`config.mk`:
```
export PLATFORM = sky130hd
export DESIGN_NAME = eeprom_cfg_loader
export DESIGN_NICKNAME = d
export VERILOG_FILES = /design/src/rtl/cfgld_pkg.sv /design/src/rtl/cfgld_dpath.sv /design/src/rtl/cfgld_ctrl.sv /design/src/rtl/eeprom_cfg_loader.sv
export SDC_FILE = /design/constraint.sdc
export NUM_CORES = 1
export LEC_CHECK = 0
export ABC_AREA = 0
export BUFFER_PORTS_ARGS = -buffer_cell sky130_fd_sc_hd__buf_2
export CAP_MARGIN = 20
export CORE_MARGIN = 3
export CORE_UTILIZATION = 50
export CTS_CLUSTER_DIAMETER = 100
export CTS_CLUSTER_SIZE = 30
export DETAILED_ROUTE_END_ITERATION = 6
export GPL_TIMING_DRIVEN = 0
export HOLD_SLACK_MARGIN = 0.1
export PLACE_DENSITY = 0.66
export SLEW_MARGIN = 25
export SYNTH_ARGS = -nofsm -noshare
export SYNTH_HDL_FRONTEND = slang
export SYNTH_SLANG_ARGS = --single-unit
```
`constraint.sdc`:
```
create_clock -name clk -period 7.49 [get_ports clk]
set_input_delay 1.498 -clock clk [delete_from_list [all_inputs] [get_ports clk]]
set_output_delay 1.498 -clock clk [all_outputs]
set_load 0.01 [all_outputs]
```
`src/rtl/cfgld_pkg.sv`:
```
package cfgld_pkg;

  typedef enum logic [3:0] {
    ST_BOOT,
    ST_START,
    ST_WRITE,
    ST_READ,
    ST_STOP,
    ST_CHECK,
    ST_EMIT,
    ST_FINISH,
    ST_HALT
  } ldState_t;

  // Strobes from the sequencer to the datapath.
  typedef struct packed {
    logic clearSum;   // start of a fresh attempt
    logic sampleBit;  // shift one SDA bit into the receive register
    logic storeByte;  // a full byte has been received
    logic emitWord;   // present the next stored word to the register bank
  } dpStrobe_t;

endpackage

```
`src/rtl/cfgld_dpath.sv`:
```
module cfgld_dpath
  import cfgld_pkg::*;
#(
  parameter int          IMG_BYTES = 28,
  parameter logic [15:0] CK_SEED   = 16'hAAAA
) (
  input  logic                                 clk,
  input  logic                                 rstN,
  input  dpStrobe_t                            strb,
  input  logic                                 sdaIn,
  output logic                                 sumOk,
  output logic                                 emitLast,
  output logic                                 wordWe,
  output logic [$clog2(IMG_BYTES/2-1)-1:0]     wordIdx,
  output logic [15:0]                          wordData
);

  localparam int NUM_WORDS  = IMG_BYTES / 2;
  localparam int DATA_WORDS = NUM_WORDS - 1;
  localparam int IDX_W      = $clog2(DATA_WORDS);
  localparam int BC_W       = $clog2(IMG_BYTES + 1);
  localparam int SEL_W      = BC_W - 1;

  logic [7:0]       rxShift;
  logic [7:0]       lowByte;
  logic [BC_W-1:0]  byteCnt;
  logic [15:0]      sumAcc;
  logic [15:0]      chkWord;
  logic [IDX_W-1:0] emitIdx;
  logic [SEL_W-1:0] wordSel;
  logic [15:0]      newWord;
  logic             oddByte;
  logic             isChk;
  logic [15:0]      slotVal [DATA_WORDS];

  assign wordSel  = byteCnt[BC_W-1:1];
  assign oddByte  = byteCnt[0];
  assign newWord  = {rxShift, lowByte};
  assign isChk    = (wordSel == SEL_W'(DATA_WORDS));
  assign sumOk    = (byteCnt == BC_W'(IMG_BYTES)) && (sumAcc == chkWord);
  assign emitLast = (emitIdx == IDX_W'(DATA_WORDS - 1));

  always_ff @(posedge clk or negedge rstN) begin
    if (!rstN) begin
      rxShift  <= '0;
      lowByte  <= '0;
      byteCnt  <= '0;
      sumAcc   <= CK_SEED;
      chkWord  <= ~CK_SEED;
      emitIdx  <= '0;
      wordWe   <= 1'b0;
      wordIdx  <= '0;
      wordData <= '0;
    end else begin
      if (strb.sampleBit) rxShift <= {rxShift[6:0], sdaIn};
      if (strb.clearSum) begin
        byteCnt <= '0;
        sumAcc  <= CK_SEED;
        chkWord <= ~CK_SEED;
        emitIdx <= '0;
      end else if (strb.storeByte) begin
        byteCnt <= byteCnt + 1'b1;
        if (!oddByte)  lowByte <= rxShift;
        else if (isChk) chkWord <= newWord;
        else            sumAcc  <= sumAcc ^ newWord;
      end
      wordWe <= strb.emitWord;
      if (strb.emitWord) begin
        wordData <= slotVal[emitIdx];
        wordIdx  <= emitIdx;
        emitIdx  <= emitIdx + 1'b1;
      end
    end
  end

  // One holding register per data word, written when its odd byte arrives.
  for (genvar g = 0; g < DATA_WORDS; g++) begin : g_slot
    logic [15:0] slotQ;
    always_ff @(posedge clk or negedge rstN) begin
      if (!rstN) slotQ <= '0;
      else if (strb.storeByte && oddByte && (wordSel == SEL_W'(g))) slotQ <= newWord;
    end
    assign slotVal[g] = slotQ;
  end

  p_emit_after_pass_r5: assert property (@(posedge clk) disable iff (!rstN)
    strb.emitWord |-> sumOk);

  p_emit_ascend_r9: assert property (@(posedge clk) disable iff (!rstN)
    (wordWe && $past(wordWe)) |-> (wordIdx == $past(wordIdx) + 1'b1));

  p_byte_cap_r3: assert property (@(posedge clk) disable iff (!rstN)
    byteCnt <= BC_W'(IMG_BYTES));

endmodule

```
`src/rtl/cfgld_ctrl.sv`:
```
module cfgld_ctrl
  import cfgld_pkg::*;
#(
  parameter int          CLK_DIV   = 8,
  parameter int          MAX_TRIES = 50,
  parameter logic [6:0]  DEV_ADDR  = 7'h50,
  parameter logic [15:0] IMG_BASE  = 16'h0400,
  parameter int          IMG_BYTES = 28
) (
  input  logic      clk,
  input  logic      rstN,
  input  logic      cfgStrap,
  input  logic      sdaIn,
  input  logic      sumOk,
  input  logic      emitLast,
  output dpStrobe_t strb,
  output logic      sclLow,
  output logic      sdaLow,
  output logic      donePulse,
  output logic      cfgValid
);

  localparam int DIV_W = (CLK_DIV > 1) ? $clog2(CLK_DIV) : 1;
  localparam int TRY_W = $clog2(MAX_TRIES + 1);
  localparam int RD_W  = $clog2(IMG_BYTES);
  localparam logic [DIV_W-1:0] DIV_LAST = DIV_W'(CLK_DIV - 1);
  localparam logic [RD_W-1:0]  RD_LAST  = RD_W'(IMG_BYTES - 1);
  localparam logic [TRY_W-1:0] TRY_LAST = TRY_W'(MAX_TRIES - 1);

  ldState_t         state;
  logic [DIV_W-1:0] divCnt;
  logic [1:0]       phase;
  logic [3:0]       bitCnt;
  logic [1:0]       wrIdx;
  logic [RD_W-1:0]  rdCnt;
  logic [TRY_W-1:0] tries;
  logic             nackSeen;
  logic             attemptBad;
  logic             strapOff;
  logic [7:0]       txByte;
  logic [2:0]       bitSel;
  logic             tick;
  logic             stepEnd;
  logic             busActive;
  logic             failNow;

  assign tick      = (divCnt == DIV_LAST);
  assign stepEnd   = tick && (phase == 2'd3);
  assign busActive = (state == ST_START) || (state == ST_WRITE) ||
                     (state == ST_READ)  || (state == ST_STOP);
  assign failNow   = ((state == ST_STOP) && stepEnd && attemptBad) ||
                     ((state == ST_CHECK) && !sumOk);
  assign bitSel    = 3'd7 - bitCnt[2:0];
  assign donePulse = (state == ST_FINISH);

  always_comb begin
    case (wrIdx)
      2'd0:    txByte = {DEV_ADDR, 1'b0};
      2'd1:    txByte = IMG_BASE[15:8];
      2'd2:    txByte = IMG_BASE[7:0];
      default: txByte = {DEV_ADDR, 1'b1};
    endcase
  end

  always_comb begin
    strb.clearSum  = ((state == ST_BOOT) && cfgStrap) || (failNow && (tries != TRY_LAST));
    strb.sampleBit = (state == ST_READ) && tick && (phase == 2'd2) && !bitCnt[3];
    strb.storeByte = (state == ST_READ) && stepEnd && bitCnt[3];
    strb.emitWord  = (state == ST_EMIT);
  end

  // Open-drain drive: four phases per bit, SCL high during phases 1 and 2.
  always_comb begin
    sclLow = 1'b0;
    sdaLow = 1'b0;
    case (state)
      ST_START: begin
        case (phase)
          2'd0: sclLow = (wrIdx == 2'd3);
          2'd1: ;
          2'd2: sdaLow = 1'b1;
          default: begin sclLow = 1'b1; sdaLow = 1'b1; end
        endcase
      end
      ST_WRITE: begin
        sclLow = (phase == 2'd0) || (phase == 2'd3);
        sdaLow = !bitCnt[3] && !txByte[bitSel];
      end
      ST_READ: begin
        sclLow = (phase == 2'd0) || (phase == 2'd3);
        sdaLow = bitCnt[3] && (rdCnt != RD_LAST);
      end
      ST_STOP: begin
        sclLow = (phase == 2'd0);
        sdaLow = (phase <= 2'd1);
      end
      default: ;
    endcase
  end

  always_ff @(posedge clk or negedge rstN) begin
    if (!rstN) begin
      state      <= ST_BOOT;
      divCnt     <= '0;
      phase      <= '0;
      bitCnt     <= '0;
      wrIdx      <= '0;
      rdCnt      <= '0;
      tries      <= '0;
      nackSeen   <= 1'b0;
      attemptBad <= 1'b0;
      cfgValid   <= 1'b0;
      strapOff   <= 1'b0;
    end else begin
      divCnt <= tick ? '0 : divCnt + 1'b1;
      if (busActive && tick) phase <= phase + 2'd1;
      case (state)
        ST_BOOT: begin
          if (cfgStrap) state <= ST_START;
          else begin
            strapOff <= 1'b1;
            state    <= ST_FINISH;
          end
        end
        ST_START: if (stepEnd) begin
          state  <= ST_WRITE;
          bitCnt <= '0;
        end
        ST_WRITE: begin
          if (tick && (phase == 2'd2) && bitCnt[3]) nackSeen <= sdaIn;
          if (stepEnd) begin
            if (!bitCnt[3]) bitCnt <= bitCnt + 1'b1;
            else begin
              bitCnt <= '0;
              if (nackSeen) begin
                attemptBad <= 1'b1;
                state      <= ST_STOP;
              end else if (wrIdx == 2'd2) begin
                wrIdx <= 2'd3;
                state <= ST_START;
              end else if (wrIdx == 2'd3) begin
                rdCnt <= '0;
                state <= ST_READ;
              end else begin
                wrIdx <= wrIdx + 1'b1;
              end
            end
          end
        end
        ST_READ: if (stepEnd) begin
          if (!bitCnt[3]) bitCnt <= bitCnt + 1'b1;
          else begin
            bitCnt <= '0;
            if (rdCnt == RD_LAST) begin
              attemptBad <= 1'b0;
              state      <= ST_STOP;
            end else begin
              rdCnt <= rdCnt + 1'b1;
            end
          end
        end
        ST_STOP:  if (stepEnd && !attemptBad) state <= ST_CHECK;
        ST_CHECK: if (sumOk) begin
          cfgValid <= 1'b1;
          state    <= ST_EMIT;
        end
        ST_EMIT:   if (emitLast) state <= ST_FINISH;
        ST_FINISH: state <= ST_HALT;
        default: ;
      endcase
      if (failNow) begin
        if (tries == TRY_LAST) state <= ST_FINISH;
        else begin
          tries <= tries + 1'b1;
          wrIdx <= '0;
          state <= ST_START;
        end
      end
    end
  end

  p_quiet_strapoff_r1: assert property (@(posedge clk) disable iff (!rstN)
    strapOff |-> (!sclLow && !sdaLow));

  p_single_done_r9: assert property (@(posedge clk) disable iff (!rstN)
    donePulse |=> !donePulse);

  p_try_bound_r6: assert property (@(posedge clk) disable iff (!rstN)
    tries < TRY_W'(MAX_TRIES));

  p_valid_hold_r9: assert property (@(posedge clk) disable iff (!rstN)
    cfgValid |=> cfgValid);

  p_giveup_invalid_r8: assert property (@(posedge clk) disable iff (!rstN)
    failNow |=> !cfgValid);

endmodule

```
`src/rtl/eeprom_cfg_loader.sv`:
```
module eeprom_cfg_loader
  import cfgld_pkg::*;
#(
  parameter int          CLK_DIV   = 8,
  parameter int          MAX_TRIES = 50,
  parameter logic [6:0]  DEV_ADDR  = 7'h50,
  parameter logic [15:0] IMG_BASE  = 16'h0400,
  parameter int          IMG_BYTES = 28,
  parameter logic [15:0] CK_SEED   = 16'hAAAA
) (
  input  logic                             clk,
  input  logic                             rstN,
  input  logic                             cfgStrap,
  input  logic                             sdaIn,
  output logic                             sclLow,
  output logic                             sdaLow,
  output logic                             wordWe,
  output logic [$clog2(IMG_BYTES/2-1)-1:0] wordIdx,
  output logic [15:0]                      wordData,
  output logic                             donePulse,
  output logic                             cfgValid
);

  dpStrobe_t strb;
  logic      sumOk;
  logic      emitLast;

  cfgld_ctrl #(
    .CLK_DIV(CLK_DIV), .MAX_TRIES(MAX_TRIES), .DEV_ADDR(DEV_ADDR),
    .IMG_BASE(IMG_BASE), .IMG_BYTES(IMG_BYTES)
  ) u_ctrl (
    .clk(clk), .rstN(rstN), .cfgStrap(cfgStrap), .sdaIn(sdaIn),
    .sumOk(sumOk), .emitLast(emitLast), .strb(strb),
    .sclLow(sclLow), .sdaLow(sdaLow), .donePulse(donePulse), .cfgValid(cfgValid)
  );

  cfgld_dpath #(
    .IMG_BYTES(IMG_BYTES), .CK_SEED(CK_SEED)
  ) u_dpath (
    .clk(clk), .rstN(rstN), .strb(strb), .sdaIn(sdaIn),
    .sumOk(sumOk), .emitLast(emitLast),
    .wordWe(wordWe), .wordIdx(wordIdx), .wordData(wordData)
  );

endmodule

```
# Yosys cells after proc, flatten, opt, wreduce, memory -nomap -nowiden
# Cells that the tools add are included.
# totals
regBits	315
out_inout_bits	25
# op_classes
add_sub_neg	9
n_lt_le_gt_ge	3
eq_ne	57
n_mux	67
n_bitwise	5
n_reduce_logical	66
# ops
cell	n
2-to-1 mux 16 bit	10
2-to-1 mux 4 bit	18
binary-select mux 16 bit (select 4 bit)	1
2-to-1 mux 5 bit	10
== test 4 x 3 -> 1 bit, second input constant	8
logical AND 1 bit	32
case mux 4 bit (8 select lines)	1
== test 4 bit, second input constant	7
case mux 8 bit (3 select lines)	1
inequality test 3 x 1 -> 1 bit, second input constant	6
== test 16 bit	1
== test 4 x 2 -> 1 bit, second input constant	4
2-to-1 mux 2 bit	8
bitwise XOR 16 bit	1
inequality test 2 x 1 -> 1 bit, second input constant	7
inequality test 2 bit, second input constant	6
AND reduction 3 bit	4
nonzero test 2 bit	6
AND reduction 11 bit	1
adder 5 x 1 -> 5 bit, second input constant	2
== test 5 bit, second input constant	2
case mux 5 bit (2 select lines)	1
2-to-1 mux 3 bit	3
AND reduction 9 bit	1
other kinds (34)	66

# Logic depth before layout (Yosys ltp)
# logic_depth
depth_word	9
depth_mapped	10
depth_no_buf	8

# Hierarchy
# Synthesis repeated with hierarchy kept, for this count alone.
# hier_totals
hier_cells	1216
area_unflattened_um2	15009.4
# by_module_without_submodules
module	n_inst	cells_each	area_each_um2	seq_area_each_um2
cfgld_dpath	1	1021	13216.4	7176.9
cfgld_ctrl	1	195	1793.0	725.7

# Worst setup path after synthesis
# No wires, ideal clock.
# synth_path
path_type	reg-to-output
from	register u_ctrl.state[2]
to	output sdaLow
t_arrival_ns	1.395
required_time_ns	5.992
setup_slack_ns	4.597
stages_incl_launch_ff	5
cell_sequence	dfrtp_1 > nand2b_1 > nor3_1 > o311ai_0 > o21ai_0
# synth_via
elab_chain_cells	2
word_cells_on_any_way	5
classes_between	eq/ne: 4; mux: 1
# synth_rtl
item	line	source
start, declared	cfgld_ctrl.sv:30	ldState_t state;
start signal, assigned	cfgld_ctrl.sv:103	state <= ST_BOOT;
start signal, assigned	cfgld_ctrl.sv:119	if (cfgStrap) state <= ST_START;
start signal, assigned	cfgld_ctrl.sv:122	state <= ST_FINISH;
== test 4 x 3 -> 1 bit (tied with other cells)	cfgld_ctrl.sv:76	case (state)
case mux 1 bit (4 select lines) *	cfgld_ctrl.sv:76	
end, declared	eeprom_cfg_loader.sv:16	output logic sdaLow,
# Mark *: on every way between the ends. The rest lies on a longest branch, timed or not.

# Final worst setup path
# Ends and elaborated chain as after synthesis.

==> reports/results.tsv <==
metric	value	unit
setup_tns	0	ns
Max Slew Vio Count	0	
TritonCTS clock tree	done	
largest net degree at the start of global routing	93	
global-route usage over all layers	21.7	%
crit path max-delay cell type	dfrtp_1	
Yosys top cell by area	dfrtp_1	
Die W	177	um
Layout Nets	1177	
CP arrival	2.26	ns
Synth Flop Type	dfrtp_1	
Syn Area/Cell	13.2	um2
synth warn	0	
CTS Buffer Depth	3	
max_slew headroom	37.2	%
diodes inserted	0	
top-count cell post-synth	dfrtp_1	
# port buffers	28	
layout cells sized above 1	34.1	%
Die ar.	31300	um2
Post-synth top cells	dfrtp_1, mux2_2, nand2_1	
DPL Wire Length	24000	um
WS Path Type	reg -> out	
required time worst endpoint	5.99	ns
initial antenna violation count	0	
VDD IR max	0.140	mV
Die Ht	177	um
delay of the slowest critical-path stage	0.49	ns
Slew @ Worst Pin	0.937	ns
final worst clock skew	0.0217	ns
post-cts hold buffer count	0	
TritonCTS Sinks	315	
crit-path max FO	8	
Multi-input gate area	6320	um2
Initial Utilization	51.7	%
routed via count	8958	
# rows	61	
mapped cell area	14600	um2
max-cap violation count	0	
FF/Latch Area	7900	um2
first-pass GRT wire length	53000	um
final hold slack	0.432	ns
Core Box Area	28300	um2
H-tree levels	1	
# IOs	29	
Hold Violations, Final	0	
# Post-CTS Setup Buffers	0	
RSZ-0062 raised after global routing	false	
post_cts resized	0	
Final Routed Wirelength	33200	um
Post-DRT Antenna Nets	0	
status	finished clean	
clock-pin transition on the worst setup and hold timing paths	0.12	ns
Power Dens Cells	169	nW/um2
Syn Nets	1130	
vias per cell	5.84	
DRT iter0 DRCs	724	
gr ovfl total	0	
Placer Congestion	0.859	
DP Area	15300	um2
# fillers	2362	
Post-synth EDFFs	0	
area added between synthesis and finish	7.65	%
synthesized netlist cell count	1106	
crit path cell chain	nand2b_1 -> nor3_1 -> o311ai_0 -> o21ai_0 -> buf_2	
# DRC	0	
Crit. End Element	primary output	
Root Buffer	clkbuf_16	
Setup Viol. Count Final	0	
min cycle time layout	3.75	ns
vias in the first global route	9160	
drt first pass iters	4	
CTS Buf Count	14	
Netlist cell types	67	
FFs w/ async S/R, synth	100	%
Final period util	50.1	%
post-synthesis sequential area ratio	54.0	%
Synth top area share	51.2	%
top post-synthesis cells by area	dfrtp_1, mux2_2, mux4_2	
Final Instance Area	15700	um2
Max Freq	0.266	GHz
register bit total from synthesis	315	
leak pwr	7.47	nW
Startpoint Class	flip-flop	
drt wl/cell	21.6	um
Hold WC Path Type	reg -> reg	
Clock Latency Late Sink	0.51	ns
[path summary, 6_finish.rpt]
check	startpoint	end	slack [ns]	cells past startpoint
worst max register to register	u_dpath.byteCnt[1]	u_dpath.chkWord[14]	4.54	10
worst max-delay path	u_ctrl.state[2]	sdaLow	3.74	5
worst min register to register	u_ctrl.divCnt[0]	u_ctrl.divCnt[0]	0.43	1
max in group asynchronous	rstN	u_dpath.g_slot[7].slotQ[7]	5.65	2
min in group asynchronous	rstN	u_dpath.wordWe	0.98	1
worst min-delay path	u_ctrl.divCnt[0]	u_ctrl.divCnt[0]	0.43	1
[power by group]
group	leakage [nW]	total, mW	switching, mW	internal [mW]
registers	4.20	1.70	0.000641	1.70
logic	3.06	0.0405	0.0341	0.00648
clock network	0.201	0.917	0.534	0.382
total	7.47	2.66	0.569	2.09
[sequential cells by signal, indices dropped and copies added, names as in the netlist, 3 cells and up]
name and count:
u_dpath.g_slot.slotQ 208, u_dpath.chkWord 16, u_dpath.sumAcc 16, u_dpath.wordData 16
u_dpath.lowByte 8, u_dpath.rxShift 8, u_ctrl.tries 6, u_ctrl.rdCnt 5
u_dpath.byteCnt 5, u_ctrl.bitCnt 4, u_ctrl.state 4, u_dpath.emitIdx 4
u_dpath.wordIdx 4, u_ctrl.divCnt 3
[area by class of cell]
class                   count  area share, %
plain buffers              74           2.21
inverters                  14          0.334
well taps                 378           3.00
repair buffers             31           1.48
multi-input cells         703           40.2
clock inverters             1          0.103
clock buffers              18           2.52
flip-flops and latches    315           50.2
[layout by cell type, fill, tap and decap left out, types with 21 or more instances in the layout]
cell type,n
dfrtp_1,299
mux2_2,216
nand2_1,124
mux4_2,48
buf_2,47
clkbuf_1,45
nor2_1,40
o21ai_0,24
xnor2_1,23
a21oi_1,22
xor2_1,21
[layer usage]
layer	up-vias	track usage [%]	wire, um
met2	188	34.0	15200
met1	4699	32.9	15900
met3	37	2.70	1430
met5	-	0	0
li1	4034	-	-
met4	0	4.48	687
[cell families (layout without fill, tap and decap cells)]
group,after synthesis,in the layout,synth area share (%)
DFF,315,315,54.0
muxes,275,275,25.1
and+or+nand+nor,251,251,8.36
AOI/OAI and AO/OA,113,113,5.41
buffers and inverters,88,138,2.74
xor gates and xnor gates,44,44,2.63
adders and majority gates,20,20,1.71
[metrics by stage]
stage	power [mW]	util, %	instances	setup WS [ns]
floorplan	1.74	-	1106	4.60
global placement	1.77	53.8	1512	-1.07
detailed placement	1.78	54.1	1515	4.27
CTS	2.69	55.6	1534	3.71
global route	2.75	55.6	1534	3.57
finish	2.66	55.6	1534	3.74
[critical path, delay by kind of cell, from the launching register on]
kind,cells,cell delay [ns]
AOI/OAI and AO/OA,2,0.42
buffers and inverters,1,0.16
DFF,1,0.49
and+or+nand+nor,2,0.70
(Power assumes the default switching activity.)
